<file path="config.mk">
export PLATFORM = sky130hd
export DESIGN_NAME = evmon_seq
export DESIGN_NICKNAME = d
export VERILOG_FILES = /design/src/rtl/evmon_pkg.sv /design/src/rtl/evmon_sclk.sv /design/src/rtl/evmon_xfer.sv /design/src/rtl/evmon_mon.sv /design/src/rtl/evmon_seq.sv
export SDC_FILE = /design/constraint.sdc
export NUM_CORES = 1
export LEC_CHECK = 0
export BUFFER_PORTS_ARGS = -buffer_cell sky130_fd_sc_hd__buf_2
export CORE_MARGIN = 3
export CORE_UTILIZATION = 50
export DETAILED_ROUTE_END_ITERATION = 8
export GPL_ROUTABILITY_DRIVEN = 0
export PLACE_DENSITY = 0.8
export SYNTH_ARGS = -nofsm -noshare
export SYNTH_HDL_FRONTEND = slang
export SYNTH_SLANG_ARGS = --single-unit
export TNS_END_PERCENT = 10
</file>
<file path="constraint.sdc">
create_clock -name clk -period 7.92 [get_ports clk]
set_input_delay 0.792 -clock clk [delete_from_list [all_inputs] [get_ports clk]]
set_output_delay 0.792 -clock clk [all_outputs]
set_load 0.05 [all_outputs]
</file>
<file path="src/rtl/evmon_pkg.sv">
package evmon_pkg;

    // Transfer sequence states; order matters only for readability.
    typedef enum logic [2:0] {
        ST_IDLE,
        ST_LATCH,
        ST_LOAD,
        ST_SHIFT,
        ST_DONE
    } xfer_st_e;

    // Control flags carried from the transfer FSM to the top.
    typedef struct packed {
        logic latch;
        logic load;
        logic shift;
        logic done;
        logic busy;
    } xfer_ctl_t;

    localparam int unsigned LATCH_CYCLES = 2;
    localparam int unsigned LC_W         = (LATCH_CYCLES > 1) ? $clog2(LATCH_CYCLES) : 1;

    function automatic xfer_ctl_t decode_ctl(xfer_st_e s);
        xfer_ctl_t c;
        c.latch = (s == ST_LATCH);
        c.load  = (s == ST_LOAD);
        c.shift = (s == ST_SHIFT);
        c.done  = (s == ST_DONE);
        c.busy  = (s != ST_IDLE);
        return c;
    endfunction

endpackage

</file>
<file path="src/rtl/evmon_sclk.sv">
module evmon_sclk #(
    parameter int DIV_W = 8
) (
    input  logic             clk,
    input  logic             rst,
    input  logic             run_i,
    input  logic [DIV_W-1:0] div_i,
    output logic             sclk_o,
    output logic             fall_o
);
    logic [DIV_W-1:0] phase_q;
    logic             sclk_q;
    logic             wrap;

    assign wrap = (phase_q == div_i);

    always_ff @(posedge clk) begin
        if (rst || !run_i) begin
            phase_q <= '0;
            sclk_q  <= 1'b0;
        end else if (wrap) begin
            phase_q <= '0;
            sclk_q  <= ~sclk_q;
        end else begin
            phase_q <= phase_q + 1'b1;
        end
    end

    assign sclk_o = sclk_q;
    // Asserted in the cycle whose closing edge drives the clock low.
    assign fall_o = run_i && sclk_q && wrap;

endmodule

</file>
<file path="src/rtl/evmon_xfer.sv">
module evmon_xfer
    import evmon_pkg::*;
#(
    parameter int LEN_W = 12
) (
    input  logic             clk,
    input  logic             rst,
    input  logic             trig_i,
    input  logic [LEN_W-1:0] len_i,
    input  logic             fall_i,
    output xfer_ctl_t        ctl_o
);
    xfer_st_e         st_q;
    logic [LC_W-1:0]  lcnt_q;
    logic [LEN_W-1:0] bits_q;

    always_ff @(posedge clk) begin
        if (rst) begin
            st_q   <= ST_IDLE;
            lcnt_q <= '0;
            bits_q <= '0;
        end else begin
            case (st_q)
                ST_IDLE: begin
                    if (trig_i) begin
                        st_q   <= ST_LATCH;
                        lcnt_q <= '0;
                    end
                end
                ST_LATCH: begin
                    if (lcnt_q == LC_W'(LATCH_CYCLES - 1)) st_q <= ST_LOAD;
                    else lcnt_q <= lcnt_q + 1'b1;
                end
                ST_LOAD: begin
                    bits_q <= len_i;
                    st_q   <= (len_i == '0) ? ST_DONE : ST_SHIFT;
                end
                ST_SHIFT: begin
                    if (fall_i) begin
                        bits_q <= bits_q - 1'b1;
                        if (bits_q == LEN_W'(1)) st_q <= ST_DONE;
                    end
                end
                ST_DONE: st_q <= ST_IDLE;
                default: st_q <= ST_IDLE;
            endcase
        end
    end

    assign ctl_o = decode_ctl(st_q);

endmodule

</file>
<file path="src/rtl/evmon_mon.sv">
module evmon_mon #(
    parameter int PER_W = 24,
    parameter int CH_N  = 32,
    localparam int CH_W = $clog2(CH_N)
) (
    input  logic             clk,
    input  logic             rst,
    input  logic             pause_i,
    input  logic [PER_W-1:0] period_i,
    output logic [CH_W-1:0]  sel_o,
    output logic             win_o
);
    logic [PER_W-1:0] pcnt_q;
    logic [PER_W-1:0] last;
    logic [CH_W-1:0]  sel_q;
    logic             win_q;

    assign last = (period_i == '0) ? '0 : period_i - 1'b1;

    always_ff @(posedge clk) begin
        if (rst) begin
            pcnt_q <= '0;
            sel_q  <= '0;
            win_q  <= 1'b0;
        end else begin
            win_q <= 1'b0;
            if (pause_i) begin
                pcnt_q <= '0;
            end else if (pcnt_q >= last) begin
                pcnt_q <= '0;
                win_q  <= 1'b1;
                sel_q  <= (sel_q == CH_W'(CH_N - 1)) ? '0 : sel_q + 1'b1;
            end else begin
                pcnt_q <= pcnt_q + 1'b1;
            end
        end
    end

    assign sel_o = sel_q;
    assign win_o = win_q;

endmodule

</file>
<file path="src/rtl/evmon_seq.sv">
module evmon_seq
    import evmon_pkg::*;
#(
    parameter int DIV_W = 8,
    parameter int LEN_W = 12,
    parameter int PER_W = 24,
    parameter int CH_N  = 32,
    localparam int CH_W = $clog2(CH_N)
) (
    input  logic             clk,
    input  logic             rst,
    input  logic             trig_i,
    input  logic [DIV_W-1:0] cfg_div_i,
    input  logic [LEN_W-1:0] cfg_len_i,
    input  logic [PER_W-1:0] cfg_period_i,
    output logic             latch_o,
    output logic             load_o,
    output logic             sclk_o,
    output logic             busy_o,
    output logic             done_o,
    output logic [CH_W-1:0]  mon_sel_o,
    output logic             win_end_o
);
    xfer_ctl_t ctl;
    logic      fall;
    logic      shift_run;

    assign shift_run = ctl.shift;

    evmon_xfer #(.LEN_W(LEN_W)) u_xfer (
        .clk    (clk),
        .rst    (rst),
        .trig_i (trig_i),
        .len_i  (cfg_len_i),
        .fall_i (fall),
        .ctl_o  (ctl)
    );

    evmon_sclk #(.DIV_W(DIV_W)) u_sclk (
        .clk    (clk),
        .rst    (rst),
        .run_i  (shift_run),
        .div_i  (cfg_div_i),
        .sclk_o (sclk_o),
        .fall_o (fall)
    );

    evmon_mon #(.PER_W(PER_W), .CH_N(CH_N)) u_mon (
        .clk      (clk),
        .rst      (rst),
        .pause_i  (shift_run),
        .period_i (cfg_period_i),
        .sel_o    (mon_sel_o),
        .win_o    (win_end_o)
    );

    assign latch_o = ctl.latch;
    assign load_o  = ctl.load;
    assign busy_o  = ctl.busy;
    assign done_o  = ctl.done;

endmodule

</file>
==> summary by stage, run 1 <==
Yosys
Sequential elements use 29.3% of the synthesized area. The most frequently used flop master after synthesis is dfxtp_1. Summing every instance area after synthesis gives 3760 µm².

The number of enable flip-flop cells after synthesis is 0. The Yosys step of the flow raised 0 warnings. The net count of the mapped netlist is approximately 560. In this run, synthesis produced a sequential element count of 55. The post-synthesis area per instance is about 7.9 µm². The number of different library cells used by synthesis comes to 48. The fraction of registers with async set/reset is 0%. Counting every instance in the synthesized netlist gives 478.

Clocking
The post-cts hold buffer count is 0. In this run the deepest clock path goes through 2 buffers. In this run the clock root is driven by a clkbuf_8. The post-cts repair resize count is 0.

For the worst-skew pair, the clock arrives at the later sink with an insertion delay of 0.31 ns. Once the clock tree was built, the setup fixing pass inserted 0 buffers. TritonCTS built the clock tree. The H-tree was split into 2 levels.

The number of buffers created by CTS is 5. After clock tree synthesis, the clock-pin slew on the worst setup and hold paths is 0.11 ns. The clock net in this run drives a total of 55 sinks.

Power and ir drop
The combinational share of power is 24.4%. The leakage power of the design is ~1.9 nW. Cell internal power was estimated by the tool at 0.000410 W. Power comes to 0.000620 W. The clock network accounts for 27.3% of the total power. The portion of total power attributed to sequential cells is 48.3%. VDD sags by at most 0.0000727 V. In this run switching power makes up 33.8% of total power. The analysis attributes to net switching a power of 0.000210 W.

Dividing total power by cell area gives a power density of 147 nW/µm².

Critical path
STA puts the critical path data arrival time at 5.30 ns. The biggest fanout along the worst timing path is 24. The worst setup path is launched from an input pin. The reg-to-reg critical path startpoint is u_mon.pcnt_q[9]$_SDFF_PP0_. STA classifies the critical path endpoint as a register.

The endpoint required time on the critical path is 8.15 ns. The launch point of the critical path is cfg_period_i[5]. The category of the most critical setup path is input pin to register.

Final layout
The post-route netlist has 14.9% of its cells at a drive strength greater than 1. The net count reported at finish is 609. Relative to the synthesized area, the layout overhead comes to 12.2%. In the layout the commonest cells are nor2_1, nand2_1, buf_2. The diode insertion count for antenna repair is 0.

The layout has 656 filler cells.

Global route
For met1 alone, demand over resource in global routing was between 20% and 30%. The leftover overflow at the end of global routing is 0. The initial antenna violation count is 0. The most crowded layer after global routing is met2. In the global route stage, met2 resource usage came out at 32.6%. The first global-routing pass estimated approximately 14 mm of wire.

The largest net degree at the start of global routing is 31. The global-route met3 utilization is 2.60%. The number of global-route vias before repair is 3,146. The global-route total usage across every layer is about a fifth.

Timing
Setup violations remaining at the end of the flow were counted as 0. The worst pin sits at a relative slew slack of 33.9%. The clock period could shrink to 5.08 ns. For this run, the top clock speed supported by timing is 197 MHz.

After layout, the worst path uses 64.1% of the clock period. For the final routed database, the setup TNS stands at 0 ns. The count of endpoints failing hold in the final timing report is 0. For the pin with the worst max-slew slack, the measured transition is 0.986 ns. The number of slew-limit violations in the final report is 0. The final worst clock skew is approximately 0.013 ns. Setup repair after global routing left no endpoint under its margin.

Placement
The count of buffers from port buffering is 57. The placed wire-length estimate after detailed placement is between 6 and 7 mm.

Die
The die covers 8600 µm². The die is 92.7 µm wide. Once the floorplan was initialized, standard cells occupied 53.3% of the core. The I/O pin count is 58. The cell row count is 30. The core footprint is about 7000 µm².

From bottom edge to top edge, the die measures about 90 µm.

Routing
The first detailed-routing pass ran for 5 iterations. The mean number of vias per cell is 5.56. The detailed-route via count is 3,486.

After detailed routing, the average wire length per cell comes to 13.3 µm. After the first detailed-routing iteration, the DRC count stood at ~180. After detailed routing, the number of remaining DRC violations is 0. The final routed wirelength across all metal layers is 8.35 mm. The number of antenna-violating nets in the routed design is 0.

Status
The flow ran to the end, and the final reports show no timing, DRC or antenna violations.

Job
Max-cap violations in this run came to 0.

Hold path
The min-delay analysis places its worst path in the category register to register. The worst hold path begins at u_mon.pcnt_q[0]$_SDFF_PP0_.
==> per-stage QoR <==
| stage | instance area [µm²] | util (%) | hold WS [ns] | cells | setup WS, ns |
|---|---|---|---|---|---|
| 2_1_floorplan | 3760 | - | 0.426 | 478 | 3.64 |
| 3_3_place_gp | 4120 | 58.4 | 0.435 | 619 | 2.79 |
| 3_5_place_dp | 4120 | 58.4 | 0.447 | 619 | 2.56 |
| 4_1_cts | 4220 | 59.8 | 0.474 | 627 | 2.88 |
| 5_1_grt | 4220 | 59.8 | 0.510 | 627 | 2.37 |
| 6_report | 4220 | 59.8 | 0.471 | 627 | 2.84 |
==> Yosys cell counts (all sizes together) (11+ instances only) <==
master  count  area share (%)
o21ai      15             2.0
nand2      67             6.7
xnor2      19             4.4
nor2       67             6.7
inv        14             1.4
dfxtp      55              29
nor3       15             2.4
nand3      22             2.9
ha         32              11
a21oi      24             3.2
xor2       40             9.3
or3        11             2.4
nor4       14             3.1
==> logic make-up after synthesis <==
| group | Yosys count | share of synthesized area [%] |
|---|---|---|
| XOR/XNOR | 59 | 13.7 |
| AND/OR/NAND/NOR | 236 | 31.9 |
| adder cells (fa/ha/maj) | 32 | 10.6 |
| flip-flops | 55 | 29.3 |
| AO/OA/AOI/OAI | 70 | 11.8 |
| buffers and inverters | 26 | 2.60 |
==> power groups by stage <==
| stage | clock (W) | sequential (W) | combinational, W |
|---|---|---|---|
| after floorplan | 0 | 0.000302 | 0.000109 |
| after global placement | 0 | 0.000305 | 0.000147 |
| after detailed placement | 0 | 0.000306 | 0.000149 |
| after CTS | 0.000174 | 0.000299 | 0.000150 |
| after global routing | 0.000188 | 0.000301 | 0.000169 |
| final | 0.000169 | 0.000299 | 0.000152 |
==> layer usage <==
metal | wire [µm] | share of wire (%)
met3 | 386 | 4.6
met4 | 28 | 0.34
met2 | 3960 | 47
met1 | 3970 | 48
met5 | 0 | 0
==> registers in the layout, indices dropped and copies added (netlist names) <==
register        cells
u_mon.pcnt_q       24
u_xfer.bits_q      12
u_sclk.phase_q      8
u_mon.sel_o         5
u_xfer.st_q         3
u_mon.win_o         1
u_sclk.sclk_o       1
u_xfer.lcnt_q       1
==> layout make-up <==
cell class / instances / area (µm²) / area share [%]
multi-input cells: 397 / 2560 / 60.7
flip-flops and latches: 55 / 1100 / 26.1
repair buffers: 57 / 285 / 6.76
well taps: 96 / 120 / 2.85
clock buffers: 5 / 68.8 / 1.63
inverters: 14 / 52.6 / 1.25
clock inverters: 3 / 31.3 / 0.741
==> path summary, 6_finish.rpt <==
check | endpoint | slack (ns) | cells after the start
setup / recovery | u_mon.pcnt_q[21]$_SDFF_PP0_ | 2.84 | 14
hold / removal | u_mon.pcnt_q[0]$_SDFF_PP0_ | 0.47 | 1
setup reg to reg | u_mon.pcnt_q[21]$_SDFF_PP0_ | 5.00 | 7
hold reg to reg | u_mon.pcnt_q[0]$_SDFF_PP0_ | 0.47 | 1
==> worst max-delay path: stages <==
cell and delay [ns]:
buf_2 0.11, nor4_1 0.69, nand3_1 0.34, or3_4 0.44, nor3b_2 0.21, xor2_1 0.19, nand2_1 0.08, ha_1 0.33
nand4_1 0.16, nor4_1 0.10, a2111oi_0 0.54, o211a_1 0.36, nand3_1 0.65, nor2_1 0.30
No activity file was read; power rests on OpenSTA's default activity.
==> inputs of run 2 (changes only) <==
--- a/config.mk
+++ b/config.mk
@@ -5,12 +5,13 @@
 export SDC_FILE = /design/constraint.sdc
 export NUM_CORES = 1
 export LEC_CHECK = 0
+export ABC_AREA = 1
 export BUFFER_PORTS_ARGS = -buffer_cell sky130_fd_sc_hd__buf_2
 export CORE_MARGIN = 3
 export CORE_UTILIZATION = 50
 export DETAILED_ROUTE_END_ITERATION = 8
 export GPL_ROUTABILITY_DRIVEN = 0
-export PLACE_DENSITY = 0.8
+export PLACE_DENSITY = 0.81
 export SYNTH_ARGS = -nofsm -noshare
 export SYNTH_HDL_FRONTEND = slang
 export SYNTH_SLANG_ARGS = --single-unit
==> constraint.sdc (replaced) <==
create_clock -name clk -period 4.55 [get_ports clk]
set_input_delay 0.455 -clock clk [delete_from_list [all_inputs] [get_ports clk]]
set_output_delay 0.455 -clock clk [all_outputs]
set_load 0.05 [all_outputs]
==> summary by stage, run 2 <==
Status
The flow ran to the end, and the final reports show no timing, DRC or antenna violations.

Yosys
Ranked by instance count, the synthesized netlist is headed by nand2_1, nor2_1, inv_1. The fraction of registers with async set/reset is 0%. Sequential elements use about 25% of the synthesized area. The post-synthesis area per instance is 6.43 µm². After technology mapping, the gate count stands at 687. The number of enable flip-flop cells after synthesis is 0. Counting flops and latches in the post-synthesis netlist gives 55. For this run, the number of Yosys warnings is 0.

The most frequently used flop master after synthesis is dfxtp_1. The synthesized netlist contains 41 unique library cells. After synthesis, the largest area contributor takes up roughly a quarter of total cell area. Ranked by total cell area, the synthesized netlist is headed by dfxtp_1, nand2_1, ha_1, nor2_1, inv_1. When the netlist entered floorplanning its net count stood at 766. The area of the mapped netlist is 4420 µm². nand2_1 is the most common cell in the netlist. The most area-hungry cell type in the Yosys netlist is dfxtp_1.

Routing
In the routed design, unresolved DRC markers number 0. In this run, the number of DRC markers left after iteration 0 of detailed routing was 241. The detail route stage leaves a number of antenna-violating nets equal to 0.

Wires add up to approximately 10 mm. The mean routed wirelength per cell is about 12 µm. The mean number of vias per cell is between 5 and 6. The pre-antenna-repair detailed-routing pass consisted of 4 iterations. The detailed-route via count is 4,447.

Final layout
The area added between synthesis and finish is 10.5%. The share of the core filled with cells in the final layout is just under 60%. Across the whole layout, storage elements account for roughly 1100 µm².

At the end of the flow, the number of nets in the layout was 819. The number of flip-flops in the largest register is 24. The share of layout cells above drive strength 1 is 15.9%. The library cell used most frequently in the layout, excluding fill and tap cells, is nand2_1. In the final layout, the multi-input gates occupy between 2000 and 3000 µm². The register with the highest flop count is u_mon.pcnt_q. Counting the fill cells in the layout gives 818.

In the final layout, the registers with the most flip-flops are u_mon.pcnt_q x24, u_xfer.bits_q x12, u_sclk.phase_q x8. The number of antenna diodes in the final layout is 0. Leaving out fill and tap cells, the most frequent cells in the layout are nand2_1, nor2_1, inv_1.

Die
After floorplanning, the core was sized to cover 8380 µm². The cell row count is 33. The die outline area is approximately 10,000 µm². The overall die height is approximately 100 µm. Pin placement for this block handled 58 I/O pins.

The die width is 100 µm. The effective utilization at floorplan is 52.7%.

Job
Across the run, the number of max-cap violations was 0.

Timing
The tightest hold path in the finished design has a slack of 0.410 ns. The worst slew margin relative to its limit is a little over a third. The count of endpoints failing hold in the final timing report is 0. Setup repair after global routing left no endpoint under its margin. The final worst clock skew is 0.0177 ns. The share of the clock period used by the worst path is 78.0%. The setup total negative slack is 0 ns. The number of setup violations in the final report is 0. The slew of the pin with the lowest slew margin is 0.974 ns.

The final critical-path required period is 3.55 ns. The maximum operating frequency is about 280 MHz. The number of slew-limit violations in the final report is 0.

Global route
The first global-routing pass estimated 17.2 mm of wire. The largest net degree at the start of global routing is 30. The number of global-route vias before repair was 4,176. For this run, the total global-route usage over all layers was measured as 20.3%. The initial antenna violation count is 0. Global routing finished with a remaining overflow of 0.

Critical path
Of all nets on the critical path, the largest fanout is 24. Traced cell by cell, the critical path runs through buf_2, inv_1, ha_1, inv_1, nor4_1, nand3_1, a21boi_0, o21ai_0, ha_1, nand2_1, nor2_1, nand2_1, inv_1, nand2_1, nand3_1, nor2_2, nand4_2, a21oi_1. The endpoint required time on the critical path is 4.78 ns.

For the worst setup path, the data arrival time is 3.78 ns. STA classifies the critical path endpoint as a register. The largest individual stage delay along the critical path comes from the cell nand3_1.

Setup slack on the worst reg-to-reg path comes out at 2.30 ns. The critical path is of the input pin to register type. On the worst path, the slowest cell contributes a delay of ~0.58 ns. Among cell families on the critical path, the largest total delay comes from simple AND/OR/NAND/NOR gates. The worst-case reg-to-reg path depth is 6. The startpoint identified for the worst register-to-register timing path is u_xfer.st_q[1]$_SDFFE_PP0P_. The combined buffer and inverter count along the critical path is 4. The element type at the critical path start is an input pin. The reg-to-reg endpoint is u_sclk.phase_q[4]$_SDFF_PP0_.

Power and ir drop
The design draws 0.00123 W. The power per standard cell area is 252 nW/µm². The largest vdd supply drop is 0.000201 V. The leakage power of the design is 2.27 nW.

Clocking
Once the clock tree was built, the resizer swapped 0 gates to a different size. Clock-pin slew was measured on the worst setup and hold paths at 0.11 ns. After clock tree synthesis, the flow added hold-fix buffers numbering 0. The clock root buffer master is clkbuf_8. The clock tree synthesis step divided the H-tree into 2 levels. The buffers inserted during post-CTS setup optimization is 0.

At the later pin of the worst-skew pair, clock insertion delay measures 0.32 ns. TritonCTS built the clock tree. Counting every sink on the clock net gives 55. In this run, CTS created clock tree buffers numbering 5.

The longest clock path from root to sink contains 2 buffers.

Hold path
The origin of the worst min-delay path is rst. The worst hold path passes through 2 cells. The end of the worst hold path is u_xfer.lcnt_q$_SDFFE_PP0P_. The path class of the lowest-slack min-delay path is input pin to register.

Placement
The placed wire-length estimate after detailed placement is 8.02 mm. In this run the tool buffered the top-level ports with 57 buffer cells.
run 2: final cells by class:
type	count	area share, %
Tap cell	105	2.69
Sequential cell	55	22.6
Clock buffer	5	1.41
Timing Repair Buffer	57	5.84
Multi-Input combinational cell	534	59.9
Clock inverter	3	0.948
Inverter	87	6.69
run 2: worst max-delay path by stage:
stage                          from                           to  slack [ns]  depth (start not counted)
floorplan           cfg_period_i[0]  u_mon.sel_o[2]$_SDFFE_PP0P_        1.84                         22
global placement    cfg_period_i[0]  u_mon.pcnt_q[23]$_SDFF_PP0_        0.98                         18
detailed placement  cfg_period_i[0]  u_mon.pcnt_q[23]$_SDFF_PP0_        0.73                         18
CTS                 cfg_period_i[0]  u_mon.pcnt_q[20]$_SDFF_PP0_        1.07                         18
global route        cfg_period_i[0]  u_mon.pcnt_q[19]$_SDFF_PP0_        0.72                         18
finish              cfg_period_i[0]  u_mon.pcnt_q[23]$_SDFF_PP0_        1.00                         18
run 2: logic make-up after synthesis:
family	synth area share [%]
AND/OR/NAND/NOR	42.1
buffers and inverters	8.95
AO/OA/AOI/OAI	8.98
flip-flops	24.9
adder cells (fa/ha/maj)	9.06
XOR/XNOR	5.75
multiplexers	0.227
run 2: layer usage:
metal	part of all wire (%)	GRT usage, %
met4	1.5	7.46
met2	46	35.9
met3	5.3	2.64
met1	47	25.3
met5	0	0
run 2: per-stage QoR:
step	std cells	worst slack (ns)	area, µm²
6_report	846	1.00	4880
5_1_grt	846	0.722	4880
4_1_cts	846	1.07	4880
3_5_place_dp	838	0.729	4770
3_3_place_gp	838	0.981	4770
2_1_floorplan	687	1.84	4420
run 2: worst reg2reg max path, delay by kind of cell, from the launching register on:
kind	cells	cell delay, ns
flip-flops	1	0.37
buffers and inverters	2	0.53
AND/OR/NAND/NOR	4	1.24
run 2: report_power, final:
| part | total (W) | leakage, nW | internal [W] | switching (W) |
|---|---|---|---|---|
| combinational | 0.000356 | 1.77 | 0.000123 | 0.000233 |
| sequential | 0.000535 | 0.445 | 0.000507 | 0.0000282 |
| clock | 0.000337 | 0.0548 | 0.000166 | 0.000170 |
| total | 0.00123 | 2.27 | 0.000796 | 0.000432 |
